--- config.mk ---
export PLATFORM = sky130hd
export DESIGN_NAME = dword_window
export DESIGN_NICKNAME = d
export VERILOG_FILES = /design/src/rtl/dw_pkg.sv /design/src/rtl/dw_lane_clip.sv /design/src/rtl/dw_cap_regs.sv /design/src/rtl/dword_window.sv
export SDC_FILE = /design/constraint.sdc
export NUM_CORES = 1
export LEC_CHECK = 0
export BUFFER_PORTS_ARGS = -buffer_cell sky130_fd_sc_hd__buf_4
export CELL_PAD_IN_SITES_DETAIL_PLACEMENT = 0
export CELL_PAD_IN_SITES_GLOBAL_PLACEMENT = 2
export CORE_MARGIN = 2
export CORE_UTILIZATION = 22
export CTS_CLUSTER_DIAMETER = 120
export DETAILED_ROUTE_END_ITERATION = 8
export GPL_TIMING_DRIVEN = 1
export MAX_ROUTING_LAYER = met4
export PLACE_DENSITY_LB_ADDON = 0.1
export SYNTH_ARGS = -nofsm -noshare
export SYNTH_HDL_FRONTEND = slang
export SYNTH_SLANG_ARGS = --single-unit
--- constraint.sdc ---
create_clock -name clk -period 2.6 [get_ports clk]
set_input_delay 0.52 -clock clk [delete_from_list [all_inputs] [get_ports clk]]
set_output_delay 0.52 -clock clk [all_outputs]
set_load 0.02 [all_outputs]
--- src/rtl/dw_pkg.sv ---
package dw_pkg;

   typedef enum logic [1:0] {
      SEQ_IDLE = 2'd0,
      SEQ_FWD  = 2'd1,
      SEQ_REF  = 2'd2
   } seq_e;

   function automatic logic [31:0] lane_mask(input logic [31:0] d, input logic [3:0] en);
      logic [31:0] r;
      for (int i = 0; i < 4; i++) r[8*i +: 8] = en[i] ? d[8*i +: 8] : 8'h00;
      return r;
   endfunction

   function automatic logic [31:0] byte_merge(input logic [31:0] old_v, input logic [31:0] new_v,
                                              input logic [3:0] en);
      logic [31:0] r;
      for (int i = 0; i < 4; i++) r[8*i +: 8] = en[i] ? new_v[8*i +: 8] : old_v[8*i +: 8];
      return r;
   endfunction

endpackage

--- src/rtl/dw_lane_clip.sv ---
module dw_lane_clip #(
   parameter int AW    = 12,
   parameter int LIMIT = 160
) (
   input  logic [AW-1:0] addr,
   input  logic [1:0]    size_m1,
   output logic [3:0]    lane_ok
);
   localparam logic [AW:0] LIM = (AW+1)'(LIMIT);

   initial begin
      assert (LIMIT > 0 && LIMIT < (1 << AW))
         else $error("dw_lane_clip: LIMIT must fit in AW bits");
   end

   for (genvar gi = 0; gi < 4; gi++) begin : g_lane
      assign lane_ok[gi] = (2'(gi) <= size_m1) &&
                           (({1'b0, addr} + (AW+1)'(gi)) < LIM);
   end

endmodule

--- src/rtl/dw_cap_regs.sv ---
module dw_cap_regs
   import dw_pkg::*;
#(
   parameter int          CFG_AW  = 6,
   parameter int          CAP_DW  = 16,
   parameter logic [15:0] CAP_HDR = 16'h000C
) (
   input  logic              clk,
   input  logic              rst_n,
   input  logic              cfg_req,
   input  logic              cfg_we,
   input  logic [CFG_AW-1:0] cfg_addr,
   input  logic [3:0]        cfg_be,
   input  logic [31:0]       cfg_wdata,
   output logic              cfg_rvalid,
   output logic [31:0]       cfg_rdata,
   output logic              win_wr,
   output logic              win_rd,
   output logic [9:0]        win_addr,
   output logic [31:0]       win_wdata,
   input  logic              win_go,
   input  logic [31:0]       ref_data
);
   localparam logic [CFG_AW-1:0] DW_CTL = CFG_AW'(CAP_DW);
   localparam logic [CFG_AW-1:0] DW_DAT = CFG_AW'(CAP_DW + 1);

   seq_e              st_q, st_d;
   logic [7:0]        sel_q, sel_d;
   logic [31:0]       data_q, data_cap, data_d;
   logic              pend_q, pend_d;
   logic [CFG_AW-1:0] rda_q, rda_use;
   logic              hit_ctl, hit_dat, cap_wr, dat_wr, rd_new;
   logic              fwd_go, ref_go, fire;

   function automatic logic [31:0] view(input logic [CFG_AW-1:0] a, input logic [7:0] s,
                                        input logic [31:0] d);
      if (a == DW_CTL)      return {8'h00, s, CAP_HDR};
      else if (a == DW_DAT) return d;
      else                  return 32'h0;
   endfunction

   assign hit_ctl = (cfg_addr == DW_CTL);
   assign hit_dat = (cfg_addr == DW_DAT);
   assign cap_wr  = cfg_req && cfg_we && (hit_ctl || hit_dat) && (cfg_be != 4'h0);
   assign dat_wr  = cfg_req && cfg_we && hit_dat && (cfg_be != 4'h0);
   assign rd_new  = cfg_req && !cfg_we;
   assign fwd_go  = (st_q == SEQ_FWD) && win_go;
   assign ref_go  = (st_q == SEQ_REF) && win_go;

   assign data_cap = ref_go ? ref_data : data_q;
   assign data_d   = dat_wr ? byte_merge(data_cap, cfg_wdata, cfg_be) : data_cap;
   assign sel_d    = (cap_wr && hit_ctl && cfg_be[2]) ? cfg_wdata[23:16] : sel_q;

   always_comb begin
      st_d = st_q;
      if (cap_wr) begin
         st_d = (dat_wr || ((st_q == SEQ_FWD) && !win_go)) ? SEQ_FWD : SEQ_REF;
      end else begin
         case (st_q)
            SEQ_FWD: st_d = win_go ? SEQ_REF : SEQ_FWD;
            SEQ_REF: st_d = win_go ? SEQ_IDLE : SEQ_REF;
            default: st_d = SEQ_IDLE;
         endcase
      end
   end

   assign fire    = rd_new ? ((st_q == SEQ_IDLE) || ref_go) : (pend_q && ref_go && !cap_wr);
   assign pend_d  = rd_new ? !fire : (pend_q && !fire);
   assign rda_use = rd_new ? cfg_addr : rda_q;

   always_ff @(posedge clk) begin
      if (!rst_n) begin
         st_q       <= SEQ_REF;
         sel_q      <= 8'h00;
         data_q     <= 32'h0;
         pend_q     <= 1'b0;
         rda_q      <= '0;
         cfg_rvalid <= 1'b0;
         cfg_rdata  <= 32'h0;
      end else begin
         st_q       <= st_d;
         sel_q      <= sel_d;
         data_q     <= data_d;
         pend_q     <= pend_d;
         if (rd_new) rda_q <= cfg_addr;
         cfg_rvalid <= fire;
         cfg_rdata  <= fire ? view(rda_use, sel_q, data_cap) : 32'h0;
      end
   end

   assign win_wr    = (st_q == SEQ_FWD);
   assign win_rd    = (st_q == SEQ_REF);
   assign win_addr  = {sel_q, 2'b00};
   assign win_wdata = data_q;


   ref_after_fwd_chk: assert property (@(posedge clk) disable iff (!rst_n)
      (win_wr && win_go && !cap_wr) |=> (win_rd && !win_wr));


   seq_after_capwr_chk: assert property (@(posedge clk) disable iff (!rst_n)
      cap_wr |=> (win_wr || win_rd));


   rsp_has_req_chk: assert property (@(posedge clk) disable iff (!rst_n)
      cfg_rvalid |-> $past(rd_new || pend_q));


   outside_keeps_mirror_chk: assert property (@(posedge clk) disable iff (!rst_n)
      (cfg_req && cfg_we && !hit_ctl && !hit_dat && (st_q == SEQ_IDLE)) |=> $stable(data_q));


   fwd_grant_chk: assert property (@(posedge clk) disable iff (!rst_n)
      (fwd_go && !cap_wr) |=> !win_wr);

endmodule

--- src/rtl/dword_window.sv ---
module dword_window
   import dw_pkg::*;
#(
   parameter int          NSLOTS    = 31,
   parameter int          HDR_BYTES = 36,
   parameter int          CFG_AW    = 6,
   parameter int          CAP_DW    = 16,
   parameter logic [15:0] CAP_HDR   = 16'h000C,
   parameter int          DIR_AW    = 12,
   parameter int          RS_AW     = $clog2(HDR_BYTES + 4 * NSLOTS)
) (
   input  logic              clk,
   input  logic              rst_n,
   input  logic              cfg_req,
   input  logic              cfg_we,
   input  logic [CFG_AW-1:0] cfg_addr,
   input  logic [3:0]        cfg_be,
   input  logic [31:0]       cfg_wdata,
   output logic              cfg_rvalid,
   output logic [31:0]       cfg_rdata,
   input  logic              dir_req,
   input  logic              dir_we,
   input  logic [DIR_AW-1:0] dir_addr,
   input  logic [1:0]        dir_size,
   input  logic [31:0]       dir_wdata,
   output logic [31:0]       dir_rdata,
   output logic              rs_wr,
   output logic              rs_rd,
   output logic [RS_AW-1:0]  rs_addr,
   output logic [3:0]        rs_be,
   output logic [31:0]       rs_wdata,
   input  logic [31:0]       rs_rdata
);
   localparam int LIMIT = HDR_BYTES + 4 * NSLOTS;

   initial begin
      assert (NSLOTS >= 1 && NSLOTS <= 31) else $error("dword_window: NSLOTS out of range");
      assert (DIR_AW >= 10) else $error("dword_window: DIR_AW must cover select x 4");
      assert (CAP_DW + 1 < (1 << CFG_AW)) else $error("dword_window: capability outside config space");
      assert ((1 << RS_AW) >= LIMIT) else $error("dword_window: RS_AW too small");
   end

   logic              win_wr, win_rd, win_go;
   logic [9:0]        win_addr;
   logic [31:0]       win_wdata, rd_masked;
   logic [DIR_AW-1:0] src_addr;
   logic [1:0]        src_size;
   logic              src_we, src_act;
   logic [3:0]        lanes, lane_act;

   dw_cap_regs #(
      .CFG_AW  (CFG_AW),
      .CAP_DW  (CAP_DW),
      .CAP_HDR (CAP_HDR)
   ) u_cap (
      .clk        (clk),
      .rst_n      (rst_n),
      .cfg_req    (cfg_req),
      .cfg_we     (cfg_we),
      .cfg_addr   (cfg_addr),
      .cfg_be     (cfg_be),
      .cfg_wdata  (cfg_wdata),
      .cfg_rvalid (cfg_rvalid),
      .cfg_rdata  (cfg_rdata),
      .win_wr     (win_wr),
      .win_rd     (win_rd),
      .win_addr   (win_addr),
      .win_wdata  (win_wdata),
      .win_go     (win_go),
      .ref_data   (rd_masked)
   );

   assign win_go   = !dir_req;
   assign src_addr = dir_req ? dir_addr : DIR_AW'(win_addr);
   assign src_size = dir_req ? dir_size : 2'd3;
   assign src_we   = dir_req ? dir_we : win_wr;
   assign src_act  = dir_req || win_wr || win_rd;

   dw_lane_clip #(
      .AW    (DIR_AW),
      .LIMIT (LIMIT)
   ) u_clip (
      .addr    (src_addr),
      .size_m1 (src_size),
      .lane_ok (lanes)
   );

   assign lane_act  = src_act ? lanes : 4'h0;
   assign rs_wr     = src_act && src_we && (lane_act != 4'h0);
   assign rs_rd     = src_act && !src_we && (lane_act != 4'h0);
   assign rs_be     = lane_act;
   assign rs_addr   = (lane_act != 4'h0) ? src_addr[RS_AW-1:0] : '0;
   assign rs_wdata  = lane_mask(dir_req ? dir_wdata : win_wdata, src_we ? lane_act : 4'h0);
   assign rd_masked = lane_mask(rs_rdata, src_we ? 4'h0 : lane_act);
   assign dir_rdata = (dir_req && !dir_we) ? rd_masked : 32'h0;


   lanes_in_space_chk: assert property (@(posedge clk) disable iff (!rst_n)
      (rs_wr || rs_rd) |-> (int'(rs_addr) + $countones(rs_be) <= LIMIT));


   beyond_reads_zero_chk: assert property (@(posedge clk) disable iff (!rst_n)
      (dir_req && !dir_we && (int'(dir_addr) >= LIMIT)) |-> (dir_rdata == 32'h0));


   direct_owns_port_chk: assert property (@(posedge clk) disable iff (!rst_n)
      (dir_req && (int'(dir_addr) < LIMIT)) |-> (rs_addr == dir_addr[RS_AW-1:0] && rs_be[0]));


   strobe_excl_chk: assert property (@(posedge clk) disable iff (!rst_n)
      !(rs_wr && rs_rd));

endmodule

-- Yosys cells after proc, flatten, opt, wreduce, memory -nomap -nowiden
Cells that the tools add are included.
- register bits after elaboration: 82
- output and inout port bits: 111
- logic and storage cells: 99
- add/sub/neg operators: 3
- muxes and demuxes: 33
- bitwise logic cells: 3
- equality and inequality tests: 6
- $lt $le $gt $ge: 8
- reduce and logical (&&, ||, !) cells: 38
- operators with widths (cell ; count):
    2-to-1 mux 32 bit ; 4
    2-to-1 mux 8 bit ; 13
    2-to-1 mux 24 bit ; 2
    less-than comparator 13 x 8 -> 1 bit, second input constant ; 3
    adder 12 x 2 -> 13 bit, second input constant ; 2
    equality test 6 x 5 -> 1 bit, second input constant ; 4
    logical AND 1 bit ; 22
    adder 12 x 1 -> 13 bit, second input constant ; 1
    less-than comparator 12 x 8 -> 1 bit, second input constant ; 1
    2-to-1 mux 12 bit ; 1
    2-to-1 mux 4 bit ; 3
    2-to-1 mux 2 bit ; 5
    nonzero test 4 bit ; 2
    zero test 1 bit ; 6
    2-to-1 mux 6 bit ; 1
    logical OR 1 bit ; 5
    <= comparator 1 x 2 -> 1 bit, first input constant ; 2
    <= comparator 2 bit, first input constant ; 2
    case mux 2 bit (2 select lines) ; 1
    OR reduction 4 bit ; 1
    2-to-1 mux 1 bit ; 3
    inverter 1 bit ; 3
    equality test 2 x 1 -> 1 bit, second input constant ; 1
    equality test 2 bit, second input constant ; 1
    other kinds (2) ; 2

-- Depth between registers and ports, before layout
- depth after elaboration: 10
- depth in mapped cells: 9
- depth with buffers taken out: 7

-- By module
Synthesis repeated with hierarchy kept, for this count alone.
- cells, all modules: 518
- area, all modules: 5157.4 µm²
- modules (own cells, without submodules) (module ; area each (µm²) ; instances ; cells an instance):
    dw_cap_regs ; 3300.7 ; 1 ; 314
    dword_window ; 1760.4 ; 1 ; 188
    dw_lane_clip ; 96.3 ; 1 ; 16

-- Worst setup path before layout
Ideal clock, no wire load.
- path type: in2out
- from: in dir_req
- to: out rs_wdata[22]
- required time: 2.080 ns
- buffers on the path: 2
- cell stages on the path: 7
- arrival: 2.554 ns
- path slack: -0.474 ns
- cells stage by stage: buf_6 -> mux2i_2 -> nor4_2 -> mux2i_1 -> o221ai_2 -> buf_2 -> nor4_1
- word-level cells in the longest chain between the ends: 7
- ends and longest elaborated chain (what ; RTL line ; text):
    from (decl) ; dword_window.sv:21 ; input logic dir_req,
    2-to-1 mux 12 bit ; dword_window.sv:74 ; assign src_addr = dir_req ? dir_addr : DIR_AW'(win_addr);
    adder 12 x 2 -> 13 bit ; dw_lane_clip.sv:18 ; (({1'b0, addr} + (AW+1)'(gi)) < LIM);
    less-than comparator 13 x 8 -> 1 bit ; dw_lane_clip.sv:18 ;
    logical AND 1 bit ; dw_lane_clip.sv:17 ; assign lane_ok[gi] = (2'(gi) <= size_m1) &&
    2-to-1 mux 4 bit ; dword_window.sv:88 ; assign lane_act = src_act ? lanes : 4'h0;
    2-to-1 mux 4 bit ; dword_window.sv:93 ; assign rs_wdata = lane_mask(dir_req ? dir_wdata : win_wdata, src_we ? lane_act : 4'h0);
    2-to-1 mux 8 bit * ; dw_pkg.sv:11 ; for (int i = 0; i < 4; i++) r[8*i +: 8] = en[i] ? d[8*i +: 8] : 8'h00;
    to (decl) ; dword_window.sv:31 ; output logic [31:0] rs_wdata,
Mark *: on every way between the ends. The rest lies on a longest branch, timed or not.

-- Worst setup path after layout
- from: in dir_req
- to: out dir_rdata[23]
- word-level cells in the longest chain between the ends: 8
- ends and longest elaborated chain (what ; RTL line ; text):
    2-to-1 mux 12 bit ; dword_window.sv:74 ;
    adder 12 x 2 -> 13 bit ; dw_lane_clip.sv:18 ;
    less-than comparator 13 x 8 -> 1 bit ; dw_lane_clip.sv:18 ;
    logical AND 1 bit ; dw_lane_clip.sv:17 ;
    2-to-1 mux 4 bit ; dword_window.sv:88 ;
    2-to-1 mux 4 bit ; dword_window.sv:94 ; assign rd_masked = lane_mask(rs_rdata, src_we ? 4'h0 : lane_act);
    2-to-1 mux 8 bit ; dw_pkg.sv:11 ;
    2-to-1 mux 32 bit * ; dword_window.sv:95 ; assign dir_rdata = (dir_req && !dir_we) ? rd_masked : 32'h0;
    to (decl) ; dword_window.sv:26 ; output logic [31:0] dir_rdata,
Marked as above.

==> reports/metrics.cfg <==
[die]
die_y_um=150
core_region_area_mm2=0.0209
initial_core_util_pct=22.3
dieWidth_um=150
pin_count=237
dieArea_mm2=0.0224
rows=53

[power]
switching_share_pct=30.0
power_density_mw_per_mm2=409
p_int_mw=2.63
p_leak_nw=3.88
p_sw_mw=1.13
p_comb_share_pct=26.5
p_clk_share_pct=38.9
sequentialPowerShare_pct=34.6
ir_drop_v=0.000316

[detailed_routing]
ant_nets=0
vias_per_cell=4.87
top_layer=met4
route.detailed.drc=0
dr.pass1.iters=4
drt_first_iter_violations=153
vias=5699
wire_per_inst_um=19.1
wirelength_um=22400
wl_met3_um=1580
met1_length_um=9550
route.met2.wl_um=10800

[synthesis]
avgSynthCellArea_um2=8.11
synth_edf_count=0
synthFlopType=dfxtp_1
syn-instance-count=575
yosysUniqueCellTypes=60
yosysTopAreaCell=dfxtp_1
ys_seq_area_share_pct=35.2
synth_top_cells_by_area=dfxtp_1 35%, mux2i_1 10%, nor2_1 5.3%, o21ai_0 4.8%, a31oi_1 3.9%
ys_ff_latch=82
syn-cell-area_mm2=0.00466
synth_top_area_share_pct=35.2
syn-num-nets=704
async_reset_ff_share_pct=0
yosysWarningCount=0

[setup_path]
critPathLaunchType=primary input
crit_path_end_kind=output port
path_cells=buf_12, mux2i_4, buf_6, o211a_1, a21oi_2, o221ai_4, clkbuf_16, nor4_4, buf_4
cp_max_fo=8
cp_slowest_cell=o211a_1
cp.arrival_ps=2280
critPathMaxStageDelay_ps=230
critPathKind=primary input to output port
worstPathRequired_ps=2080

[layout]
fin_cells=1170
utilization_pct=44.0
final_common_cell=buf_4
nFillCells=2109
num-nets-final=1019
diodes=0
layout-drive-gt1-share_pct=54.1
areaGrowthSynthToFinish_pct=97.1
final_cell_mix=263 x buf_4, 75 x dfxtp_1, 56 x buf_6

[global_route]
grt_pass1_wl_um=33300
grt_usage_pct=20.2
grt_pass1_vias=5845
grt_antenna_before_repair=0
grt_max_degree=35
grt_overflow=0

[sta]
finalClockSkew_ps=10.2
rsz0062_at_grt=yes
fmax_mhz=357
finalMaxSlewViolations=0
setup_slack_ps=-205
setup_viol=50
max-slew-margin-rel_pct=64.8
tightest_slew_ps=527
period_needed_ps=2800
period_share_pct=108
hold_viol=0

[clocking]
root_buffer=clkbuf_16
cts_num_sinks=82
htree_levels=3
path_clk_slew_ps=70
clk_latency_ps=350
cts_tree=done
cts_made_buffers=9
cts_buffer_depth=2

[placement]
portBuffers=236
gp_congestion=0.815
hpwl_um=16800
placedCellCount=1126

[worst_hold_path]
hp-class=primary input to flop

[run]
maxCapViolations=0

[run_status]
failed_checks=setup timing
outcome=finished, violations left

==> path summary, 6_finish.rpt <==
| path | start | endpoint | slack, ps | cells past startpoint |
|---|---|---|---|---|
| worst max register to register | u_cap.sel_q[4] | u_cap.cfg_rdata[20] | 300 | 11 |
| worst min register to register | u_cap.rda_q[2] | u_cap.rda_q[2] | 460 | 2 |
| worst min-delay path | cfg_wdata[16] | u_cap.sel_q[0] | 420 | 3 |
| worst max-delay path | dir_req | dir_rdata[23] | -200 | 9 |
==> metal layers <==
layer,vias up,global-route usage [%]
met2,197,33.3
met5,-,-
met3,31,4.48
met4,0,6.14
li1,2742,-
met1,2729,24.6
==> through the flow <==
stage	hold WS, ps	cell area [µm²]	setup TNS, ps	power, mW	setup slack, ps
after floorplan	432	5230	-4870	1.76	-212
after global placement	445	7920	-15990	2.17	-324
after detailed placement	452	7920	-16660	2.18	-386
after CTS	407	9000	-8360	3.78	-254
after global routing	442	9190	-11540	3.92	-310
final	422	9190	-6610	3.76	-205
==> synthesized netlist by cell type, drive strengths merged, types with 3 or more instances <==
cell type	n
a21oi	36
a31oi	30
a32oi	15
and2	26
and3	3
and4	3
buf	23
clkbuf	19
dfxtp	82
ha	3
inv	21
mux2i	48
nand2	38
nand2b	5
nand3	22
nand4	4
nor2	66
nor2b	3
nor3	12
nor4	28
o211ai	3
o21ai	45
o221ai	3
or4	3
xnor2	3
==> layout make-up <==
cell class                      instances  area (µm²)  share of cell area [%]
Inverter                               22        85.1                   0.925
Multi-Input combinational cell        429        3620                    39.4
Sequential cell                        82        1660                    18.0
Timing Repair Buffer                  346        3150                    34.3
Tap cell                              275         344                    3.74
Clock inverter                          7         106                    1.16
Clock buffer                            9         225                    2.45
==> critical path, delay by kind of cell <==
kind / cells / cell delay (ps)
buffers and inverters: 4 / 680
multiplexers: 1 / 220
AND/OR/NAND/NOR: 1 / 230
AO/OA/AOI/OAI: 3 / 630
==> power groups by stage <==
stage | Combinational, mW | Clock (mW) | Sequential [mW]
floorplan | 0.431 | 0 | 1.32
CTS | 0.973 | 1.51 | 1.30
global placement | 0.843 | 0 | 1.33
detailed placement | 0.848 | 0 | 1.33
global route | 1.06 | 1.56 | 1.30
finish | 0.997 | 1.46 | 1.30
==> state kept, by name, summed over array words and instances, names as in the netlist <==
name and cells:
u_cap.cfg_rdata 32, u_cap.cfg_rvalid 1, u_cap.pend_q 1, u_cap.rda_q 6
u_cap.sel_q 8, u_cap.st_q 2, u_cap.win_wdata 32
==> timing repair <==
| item | CTS | global route |
|---|---|---|
| hold buffers | 0 | 0 |
| buffers inserted | 22 | 3 |
| gates cloned | 4 | 1 |
| endpoints found under the setup margin | 78 | 67 |
| resized for setup | 128 | 39 |
| pin swaps | 46 | 22 |
==> kinds of logic (layout without fill, tap and decap cells) <==
kind of cell	count (synthesis)	after routing	synth area share [%]
buffers and inverters	64	384	6.44
adders and majority gates	3	3	0.805
DFF	82	82	35.2
AOI/OAI and AO/OA	153	153	21.8
and+or+nand+nor	220	220	24.3
xor gates and xnor gates	3	3	0.563
muxes	50	50	10.9
Note: power is estimated with default switching activity, not from simulation.
